**config.mk**
```make
export PLATFORM = sky130hd
export DESIGN_NAME = axil_drp_bridge
export DESIGN_NICKNAME = d
export VERILOG_FILES = /design/src/rtl/drp_bridge_pkg.sv /design/src/rtl/axil_drp_accept.sv /design/src/rtl/drp_txn_engine.sv /design/src/rtl/axil_drp_resp.sv /design/src/rtl/axil_drp_bridge.sv
export SDC_FILE = /design/constraint.sdc
export NUM_CORES = 1
export LEC_CHECK = 0
export BUFFER_PORTS_ARGS = -buffer_cell sky130_fd_sc_hd__buf_2
export CAP_MARGIN = 15
export CORE_MARGIN = 5
export CORE_UTILIZATION = 37
export DETAILED_ROUTE_END_ITERATION = 10
export PLACE_DENSITY = 0.76
export SYNTH_ARGS = -nofsm -noshare
export SYNTH_HDL_FRONTEND = slang
export SYNTH_SLANG_ARGS = --single-unit
```
**constraint.sdc**
```tcl
create_clock -name clk -period 1.8 [get_ports clk]
set_clock_uncertainty 0.2 [all_clocks]
set_input_delay 0.18 -clock clk [delete_from_list [all_inputs] [get_ports clk]]
set_output_delay 0.18 -clock clk [all_outputs]
set_load 0.005 [all_outputs]
```
**src/rtl/drp_bridge_pkg.sv**
```systemverilog
package drp_bridge_pkg;

  typedef enum logic [2:0] {
    ST_IDLE   = 3'd0,
    ST_STROBE = 3'd1,
    ST_WAIT   = 3'd2,
    ST_RST    = 3'd3,
    ST_RESP   = 3'd4
  } brg_state_e;

  localparam logic [1:0] RESP_OKAY   = 2'b00;
  localparam logic [1:0] RESP_SLVERR = 2'b10;

endpackage

```
**src/rtl/axil_drp_accept.sv**
```systemverilog
module axil_drp_accept #(
  parameter int AXI_ADDR_W = 32,
  parameter int AXI_DATA_W = 32,
  parameter int DRP_ADDR_W = 10,
  parameter int DRP_DATA_W = 16
) (
  input  logic                  clk,
  input  logic                  rst_n,
  input  logic                  idle_i,
  input  logic [AXI_ADDR_W-1:0] awaddr_i,
  input  logic                  awvalid_i,
  input  logic [AXI_DATA_W-1:0] wdata_i,
  input  logic                  wvalid_i,
  input  logic [AXI_ADDR_W-1:0] araddr_i,
  input  logic                  arvalid_i,
  output logic                  awready_o,
  output logic                  wready_o,
  output logic                  arready_o,
  output logic                  start_o,
  output logic                  req_wr_o,
  output logic [DRP_ADDR_W-1:0] req_addr_o,
  output logic [DRP_DATA_W-1:0] req_data_o
);

  localparam int ADDR_LSB = 2;
  localparam int ADDR_MSB = DRP_ADDR_W + ADDR_LSB - 1;

  logic wr_go;
  logic rd_go;
  logic unused_bits;

  // a write needs address and data together; it outranks a read
  assign wr_go = idle_i & awvalid_i & wvalid_i;
  assign rd_go = idle_i & arvalid_i & ~wr_go;

  assign awready_o = wr_go;
  assign wready_o  = wr_go;
  assign arready_o = rd_go;
  assign start_o   = wr_go | rd_go;

  assign unused_bits = ^{awaddr_i, araddr_i, wdata_i};

  always_ff @(posedge clk or negedge rst_n) begin
    if (!rst_n) begin
      req_wr_o   <= 1'b0;
      req_addr_o <= '0;
      req_data_o <= '0;
    end else if (wr_go) begin
      req_wr_o   <= 1'b1;
      req_addr_o <= awaddr_i[ADDR_MSB:ADDR_LSB];
      req_data_o <= wdata_i[DRP_DATA_W-1:0];
    end else if (rd_go) begin
      req_wr_o   <= 1'b0;
      req_addr_o <= araddr_i[ADDR_MSB:ADDR_LSB];
    end
  end

  // the two grants are never given together
  a_r7_single_grant: assert property (@(posedge clk) disable iff (!rst_n)
    !(awready_o && arready_o));

endmodule

```
**src/rtl/drp_txn_engine.sv**
```systemverilog
module drp_txn_engine
  import drp_bridge_pkg::*;
#(
  parameter int TIMEOUT    = 500,
  parameter int RST_CYCLES = 4
) (
  input  logic clk,
  input  logic rst_n,
  input  logic start_i,
  input  logic wr_i,
  input  logic drp_rdy_i,
  input  logic resp_done_i,
  output logic idle_o,
  output logic drp_en_o,
  output logic drp_we_o,
  output logic drp_rst_o,
  output logic hit_o,
  output logic expire_o,
  output logic resp_phase_o
);

  localparam int CNT_W  = $clog2(TIMEOUT + 1);
  localparam int RCNT_W = $clog2(RST_CYCLES + 1);
  localparam logic [CNT_W-1:0]  LAST_WAIT = CNT_W'(TIMEOUT - 1);
  localparam logic [RCNT_W-1:0] LAST_RST  = RCNT_W'(RST_CYCLES - 1);

  brg_state_e        state;
  logic [CNT_W-1:0]  wait_cnt;
  logic [RCNT_W-1:0] rst_cnt;

  assign idle_o       = (state == ST_IDLE);
  assign drp_en_o     = (state == ST_STROBE);
  assign drp_we_o     = (state == ST_STROBE) & wr_i;
  assign drp_rst_o    = (state == ST_RST);
  assign resp_phase_o = (state == ST_RESP);
  assign hit_o        = (state == ST_WAIT) & drp_rdy_i;
  assign expire_o     = (state == ST_WAIT) & ~drp_rdy_i & (wait_cnt == LAST_WAIT);

  always_ff @(posedge clk or negedge rst_n) begin
    if (!rst_n) begin
      state    <= ST_IDLE;
      wait_cnt <= '0;
      rst_cnt  <= '0;
    end else begin
      case (state)
        ST_IDLE:   if (start_i) state <= ST_STROBE;
        ST_STROBE: begin
          state    <= ST_WAIT;
          wait_cnt <= '0;
        end
        ST_WAIT: begin
          if (drp_rdy_i) begin
            state <= ST_RESP;
          end else if (wait_cnt == LAST_WAIT) begin
            state   <= ST_RST;
            rst_cnt <= '0;
          end else begin
            wait_cnt <= wait_cnt + 1'b1;
          end
        end
        ST_RST: begin
          if (rst_cnt == LAST_RST) state <= ST_RESP;
          else                     rst_cnt <= rst_cnt + 1'b1;
        end
        ST_RESP:   if (resp_done_i) state <= ST_IDLE;
        default:   state <= ST_IDLE;
      endcase
    end
  end

  // the strobe lasts one cycle
  a_r2_single_strobe: assert property (@(posedge clk) disable iff (!rst_n)
    drp_en_o |=> !drp_en_o);

  // the reset pulse only follows an expired window
  a_r8_rst_after_expiry: assert property (@(posedge clk) disable iff (!rst_n)
    $rose(drp_rst_o) |-> $past(expire_o));

  // no new strobe during recovery
  a_r8_rst_no_strobe: assert property (@(posedge clk) disable iff (!rst_n)
    drp_rst_o |-> !drp_en_o);

endmodule

```
**src/rtl/axil_drp_resp.sv**
```systemverilog
module axil_drp_resp
  import drp_bridge_pkg::*;
#(
  parameter int AXI_DATA_W = 32,
  parameter int DRP_DATA_W = 16
) (
  input  logic                  clk,
  input  logic                  rst_n,
  input  logic                  req_wr_i,
  input  logic                  hit_i,
  input  logic                  expire_i,
  input  logic [DRP_DATA_W-1:0] drp_do_i,
  input  logic                  resp_phase_i,
  input  logic                  bready_i,
  input  logic                  rready_i,
  output logic                  bvalid_o,
  output logic [1:0]            bresp_o,
  output logic                  rvalid_o,
  output logic [AXI_DATA_W-1:0] rdata_o,
  output logic [1:0]            rresp_o,
  output logic                  done_o
);

  logic [1:0]            resp_q;
  logic [AXI_DATA_W-1:0] rdata_q;

  always_ff @(posedge clk or negedge rst_n) begin
    if (!rst_n) begin
      resp_q  <= RESP_OKAY;
      rdata_q <= '0;
    end else if (hit_i) begin
      resp_q  <= RESP_OKAY;
      rdata_q <= req_wr_i ? '0 : AXI_DATA_W'(drp_do_i);
    end else if (expire_i) begin
      resp_q  <= RESP_SLVERR;
      rdata_q <= '0;
    end
  end

  assign bvalid_o = resp_phase_i & req_wr_i;
  assign rvalid_o = resp_phase_i & ~req_wr_i;
  assign bresp_o  = resp_q;
  assign rresp_o  = resp_q;
  assign rdata_o  = rdata_q;
  assign done_o   = (bvalid_o & bready_i) | (rvalid_o & rready_i);

  // write response held until taken
  a_r10_b_hold: assert property (@(posedge clk) disable iff (!rst_n)
    (bvalid_o && !bready_i) |=> (bvalid_o && $stable(bresp_o)));

  // read data held until taken
  a_r10_r_hold: assert property (@(posedge clk) disable iff (!rst_n)
    (rvalid_o && !rready_i) |=> (rvalid_o && $stable(rdata_o) && $stable(rresp_o)));

  // an error read carries no data
  a_r9_err_zero: assert property (@(posedge clk) disable iff (!rst_n)
    (rvalid_o && rresp_o == RESP_SLVERR) |-> (rdata_o == '0));

endmodule

```
**src/rtl/axil_drp_bridge.sv**
```systemverilog
module axil_drp_bridge #(
  parameter int AXI_ADDR_W = 32,
  parameter int AXI_DATA_W = 32,
  parameter int DRP_ADDR_W = 10,
  parameter int DRP_DATA_W = 16,
  parameter int TIMEOUT    = 500,
  parameter int RST_CYCLES = 4
) (
  input  logic                    clk,
  input  logic                    rst_n,
  input  logic [AXI_ADDR_W-1:0]   s_awaddr,
  input  logic                    s_awvalid,
  output logic                    s_awready,
  input  logic [AXI_DATA_W-1:0]   s_wdata,
  input  logic [AXI_DATA_W/8-1:0] s_wstrb,
  input  logic                    s_wvalid,
  output logic                    s_wready,
  output logic [1:0]              s_bresp,
  output logic                    s_bvalid,
  input  logic                    s_bready,
  input  logic [AXI_ADDR_W-1:0]   s_araddr,
  input  logic                    s_arvalid,
  output logic                    s_arready,
  output logic [AXI_DATA_W-1:0]   s_rdata,
  output logic [1:0]              s_rresp,
  output logic                    s_rvalid,
  input  logic                    s_rready,
  output logic                    drp_en,
  output logic                    drp_we,
  output logic [DRP_ADDR_W-1:0]   drp_addr,
  output logic [DRP_DATA_W-1:0]   drp_di,
  input  logic [DRP_DATA_W-1:0]   drp_do,
  input  logic                    drp_rdy,
  output logic                    drp_rst
);

  logic idle;
  logic start;
  logic req_wr;
  logic hit;
  logic expire;
  logic resp_phase;
  logic resp_done;
  logic unused_strb;

  assign unused_strb = ^s_wstrb;

  axil_drp_accept #(
    .AXI_ADDR_W (AXI_ADDR_W),
    .AXI_DATA_W (AXI_DATA_W),
    .DRP_ADDR_W (DRP_ADDR_W),
    .DRP_DATA_W (DRP_DATA_W)
  ) accept_i (
    .clk        (clk),
    .rst_n      (rst_n),
    .idle_i     (idle),
    .awaddr_i   (s_awaddr),
    .awvalid_i  (s_awvalid),
    .wdata_i    (s_wdata),
    .wvalid_i   (s_wvalid),
    .araddr_i   (s_araddr),
    .arvalid_i  (s_arvalid),
    .awready_o  (s_awready),
    .wready_o   (s_wready),
    .arready_o  (s_arready),
    .start_o    (start),
    .req_wr_o   (req_wr),
    .req_addr_o (drp_addr),
    .req_data_o (drp_di)
  );

  drp_txn_engine #(
    .TIMEOUT    (TIMEOUT),
    .RST_CYCLES (RST_CYCLES)
  ) engine_i (
    .clk          (clk),
    .rst_n        (rst_n),
    .start_i      (start),
    .wr_i         (req_wr),
    .drp_rdy_i    (drp_rdy),
    .resp_done_i  (resp_done),
    .idle_o       (idle),
    .drp_en_o     (drp_en),
    .drp_we_o     (drp_we),
    .drp_rst_o    (drp_rst),
    .hit_o        (hit),
    .expire_o     (expire),
    .resp_phase_o (resp_phase)
  );

  axil_drp_resp #(
    .AXI_DATA_W (AXI_DATA_W),
    .DRP_DATA_W (DRP_DATA_W)
  ) resp_i (
    .clk          (clk),
    .rst_n        (rst_n),
    .req_wr_i     (req_wr),
    .hit_i        (hit),
    .expire_i     (expire),
    .drp_do_i     (drp_do),
    .resp_phase_i (resp_phase),
    .bready_i     (s_bready),
    .rready_i     (s_rready),
    .bvalid_o     (s_bvalid),
    .bresp_o      (s_bresp),
    .rvalid_o     (s_rvalid),
    .rdata_o      (s_rdata),
    .rresp_o      (s_rresp),
    .done_o       (resp_done)
  );

  // no new request is taken while a response is pending
  a_r6_busy_no_accept: assert property (@(posedge clk) disable iff (!rst_n)
    (s_bvalid || s_rvalid) |-> !(s_awready || s_wready || s_arready));

  // responses wait for the end of the recovery pulse
  a_r9_no_resp_in_rst: assert property (@(posedge clk) disable iff (!rst_n)
    drp_rst |-> !(s_bvalid || s_rvalid));

  // a write strobe follows a write acceptance
  a_r2_we_after_aw: assert property (@(posedge clk) disable iff (!rst_n)
    (drp_en && drp_we) |-> $past(s_awready && s_wready));

endmodule

```
* Yosys cells after proc, flatten, opt, wreduce, memory -nomap -nowiden
Index checks and enable logic that the tools add are counted.
Word-level totals: register bits 76, bits of input ports 124, output and inout bits 70, logic and storage cells 71
Cells by class: add/subtract/negate cells 2, equal/unequal tests 14, muxes and demuxes 22, bitwise operators 17, reduce and logical (&&, ||, !) cells 8
Operator list (number):
- $mux 32 | 2
- $mux 3 | 8
- $mux 10 | 2
- $mux 9 | 2
- $pmux 9 s2 | 1
- $mux 16 | 1
- $pmux 3 s5 | 1
- $and 1x1->1 | 12
- $ne 2x2->1 const B | 6
- $add 9x1->9 const B | 1
- $eq 3x2->1 const B | 3
- $eq 9x9->1 const B | 1
- $reduce_and 4->1 | 2
- $reduce_bool 2->1 | 4
- $pmux 3 s2 | 1
- $mux 2 | 2
- $add 3x1->3 const B | 1
- $eq 3x1->1 const B | 1
- $eq 3x3->1 const B | 1
- $logic_not 3->1 | 1
- $ne 3x3->1 const B | 1
- $not 1->1 | 3
- $reduce_and 3->1 | 1
- $mux 1 | 2
- 2 further kinds | 3

* Logic depth before layout (Yosys ltp)
depth after elaboration 8, depth in mapped cells 6, depth with buffers taken out 6

* Hierarchy
A second synthesis with hierarchy kept.
Unflattened totals: cell total of the unflattened synthesis 238, area total of the unflattened synthesis 2885.3 um^2
By module, submodules not included:
- axil_drp_accept | times used 1, cells each 79, area each 1171.1 um^2, seq. area each 675.6 um^2
- drp_txn_engine | times used 1, cells each 95, area each 915.9 um^2, seq. area each 375.4 um^2
- axil_drp_resp | times used 1, cells each 64, area each 798.3 um^2, seq. area each 425.4 um^2

* Least setup slack after synthesis
OpenSTA, ideal clock, no wires.
kind register -> register, start point register engine_i.state[1], end point register accept_i.req_data_o[10], setup time 0.125 ns, arrival 1.620 ns, data required time 1.475 ns, slack -0.145 ns, cell stages (with the launch flop) 6, path buffers 2, period minus slack after synthesis 1.945 ns, path through dfrtp_1 > buf_4 > or3_1 > nor2_4 > buf_4 > mux2_2
On the way: cells in the longest elaborated chain, start to end 3
Ends and longest elaborated chain:
- from (decl) | line drp_txn_engine.sv:27 | brg_state_e state;
- from (signal assigned) | line drp_txn_engine.sv:41 | state <= ST_IDLE;
- from (signal assigned) | line drp_txn_engine.sv:46 | ST_IDLE: if (start_i) state <= ST_STROBE;
- from (signal assigned) | line drp_txn_engine.sv:48 | state <= ST_WAIT;
- $logic_not 3->1 | line drp_txn_engine.sv:31 | assign idle_o = (state == ST_IDLE);
- $and 1x1->1 (2 in series) | line axil_drp_accept.sv:33 | assign wr_go = idle_i & awvalid_i & wvalid_i;
- to (signal assigned) | line axil_drp_accept.sv:51 | req_data_o <= wdata_i[DRP_DATA_W-1:0];
- to (decl) | line axil_drp_accept.sv:22 | output logic [DRP_DATA_W-1:0] req_data_o
Every way passes these cells. A chain may end at the register's enable or synchronous reset.

* Worst setup path in the final report
start point register engine_i.state[2], end point register accept_i.req_data_o[8]
The elaborated chain is that of the path after synthesis.

==> reports/qor.csv <==
metric;value;unit
unrepaired setup endpoints after global routing;true;
post-synthesis sequential area ratio;0.5408;
Initial Util;0.3784;
Hold Path End;accept_i.req_addr_o[8];
minimum clock period;2.063;ns
Hold Startpoint;s_arvalid;
Antenna Violating Nets Remaining;0;
Synth Area per Inst;11.62;um^2
crit path max fanout;5;
antenna violations before repair;0;
Post-Syn Instances;235;
worst hold slack;0.04628;ns
reg-to-reg startpoint;engine_i.state[2];
Global Route Usage Sum;0.1905;
top cells by area, synth;dfrtp_1 (54%), mux2_2 (7.0%), buf_4 (6.9%);
Ys Warns;0;
worst slack, placed;-0.1248;ns
largest net degree at the start of global routing;60;
DRC;0;
final hold violation count;0;
max_cap viols;0;
CTS H-tree lvls;3;
top cells by instance count after synthesis;dfrtp_1 (59), buf_4 (25), nand2_1 (23);
FFs w/ async S/R, synth;1.000;
post-synthesis register bit count;59;
Core Area;0.007214;mm^2
r2r endpoint;accept_i.req_data_o[8];
Die Y;95.90;um
layout cells sized above 1;0.4780;
CP startpoint;engine_i.state[2];
antenna cell count;0;
Final Util;0.6557;
pwr dens;1418;mW/mm^2
CP endpoint kind;register;
Hold Crit Depth;4;
R2R depth;7;
VDD IR-drop max;0.0007849;V
clock sink count;59;
# setup viols final;48;
vias;2579;
clk root buf;clkbuf_8;
WP data required;1.82;ns
CTS tree;yes;
r2r setup slk;-0.26;ns
worst setup margin;-0.2630;ns
post-synthesis cell type with the largest combined area;dfrtp_1;
clock transition at the registers of the reported paths;0.07;ns
DR pass1 iterations;4;
status;complete, but fails checks;
crit path DAT;2.08;ns
Leakage;2.453;nW
top-count cell post-synth;dfrtp_1;
Die ar.;0.009197;mm^2
Placed Cells;461;
EDFF count, synth;0;
worst hold path type;input pin to register;
# IOs;194;
ys flop type;dfrtp_1;
failing checks;negative setup slack;
Rows;31;
Initial DRC Count;76;
post-DP HPWL;4.796;mm
cell area after synthesis;0.002730;mm^2
Max Freq;484.7;MHz
vias in the first global route;2770;
Final period util;1.146;
max-slew violations;0;
critical path class;register to register;
Wirelength per Cell;15.71;um
Yosys top cell area share;0.5408;
clock latency on the worst-skew pair;0.33;ns
Die X;95.90;um
port bufs;111;
startpoint types;register;
nets;577;
Remaining Overflow, GRT;0;
first-pass GRT wire length;13.24;mm
setup TNS;-7.657;ns
Via density;4.664;
Post-Route WL;8.685;mm
clock buffer depth;2;
post-synth cell types;37;
non-filler cells, final;553;
Layout area overhead;73.28;%
RD Place Congestion;0.7497;
CTS Buf Count;9;
logic make-up after synthesis:
kind of cell | Yosys count | share of synthesized area
other | 1 | 0.001374
xor gates and xnor gates | 2 | 0.006417
AOI/OAI and AO/OA | 53 | 0.1343
DFF | 59 | 0.5408
muxes | 29 | 0.1141
adders and majority gates | 3 | 0.01375
and+or+nand+nor | 52 | 0.1036
buffers and inverters | 36 | 0.08570
report_power, final:
| part | internal (mW) | total, mW | switching (mW) |
|---|---|---|---|
| clock | 0.707 | 1.21 | 0.503 |
| sequential | 1.91 | 2.25 | 0.341 |
| combinational | 1.90 | 3.25 | 1.35 |
| total | 4.52 | 6.71 | 2.19 |
final cells by class:
cell class              count  area, um^2
fillers                   556        2484
repair buffers            217        1684
flip-flops and latches     59        1476
multi-input cells         157        1230
clock buffers              13       158.9
well taps                  99       123.9
clock inverters             2       35.03
inverters                   6       22.52
timing repair:
item / 4_1_cts / 5_1_grt
gates cloned: 3 / 1
resized for setup: 46 / 18
endpoints found under the setup margin: 58 / 63
endpoints found under the hold margin: 101 / 0
hold buffers: 53 / 0
setup buffers: 16 / 9
pin swaps: 16 / 12
worst max-delay path, cell delays in order (launching register included):
cell	delay, ns
dfrtp_1	0.39
buf_6	0.13
or3_4	0.39
nor2_4	0.13
buf_4	0.13
buf_6	0.11
clkbuf_16	0.15
mux2_2	0.33
metrics by stage:
stage                     area, um^2  power, mW
after floorplan                 2829      3.535
after global placement          3553      4.558
after detailed placement        3553      4.661
after CTS                       4634      6.534
after global routing            4731      7.159
final                           4731      6.710
per-layer routing:
layer | wire (um) | GRT usage
met1 | 3367 | 0.2070
met2 | 4572 | 0.3399
met3 | 568 | 0.05708
met4 | 177 | 0.08531
met5 | 0 | 0
state kept, by name, indices dropped and copies added (netlist names):
register             count
accept_i.req_addr_o     10
accept_i.req_data_o     16
accept_i.req_wr_o        1
engine_i.rst_cnt         3
engine_i.state           3
engine_i.wait_cnt        9
resp_i.bresp_o           1
resp_i.rdata_o          16
cells in the final DEF, fill, tap and decap left out, types with 3 or more instances in the layout:
| cell type | n |
|---|---|
| buf_2 | 109 |
| dfrtp_1 | 59 |
| dlygate4sd3_1 | 53 |
| buf_4 | 32 |
| nand2_1 | 20 |
| a22o_1 | 18 |
| conb_1 | 18 |
| mux2i_1 | 12 |
| buf_6 | 12 |
| clkbuf_8 | 11 |
| mux2_4 | 10 |
| o21ai_0 | 9 |
| mux2_2 | 7 |
| buf_12 | 7 |
| a21oi_1 | 6 |
| o21ai_1 | 6 |
| inv_1 | 5 |
| nor2_1 | 4 |
| and3_1 | 4 |
| nor2_4 | 3 |
| nand2_2 | 3 |
| a31oi_1 | 3 |
worst max path at each step:
stage	endpoint	slack (ns)	cells after the start
3_5_place_dp	accept_i.req_data_o[14]	-0.12	5
6_report	accept_i.req_data_o[8]	-0.26	7
2_1_floorplan	accept_i.req_data_o[10]	-0.09	5
5_1_grt	s_wready	-0.31	6
3_3_place_gp	accept_i.req_data_o[9]	-0.08	5
4_1_cts	s_wready	-0.25	6
Note: power is estimated with default switching activity, not from simulation.
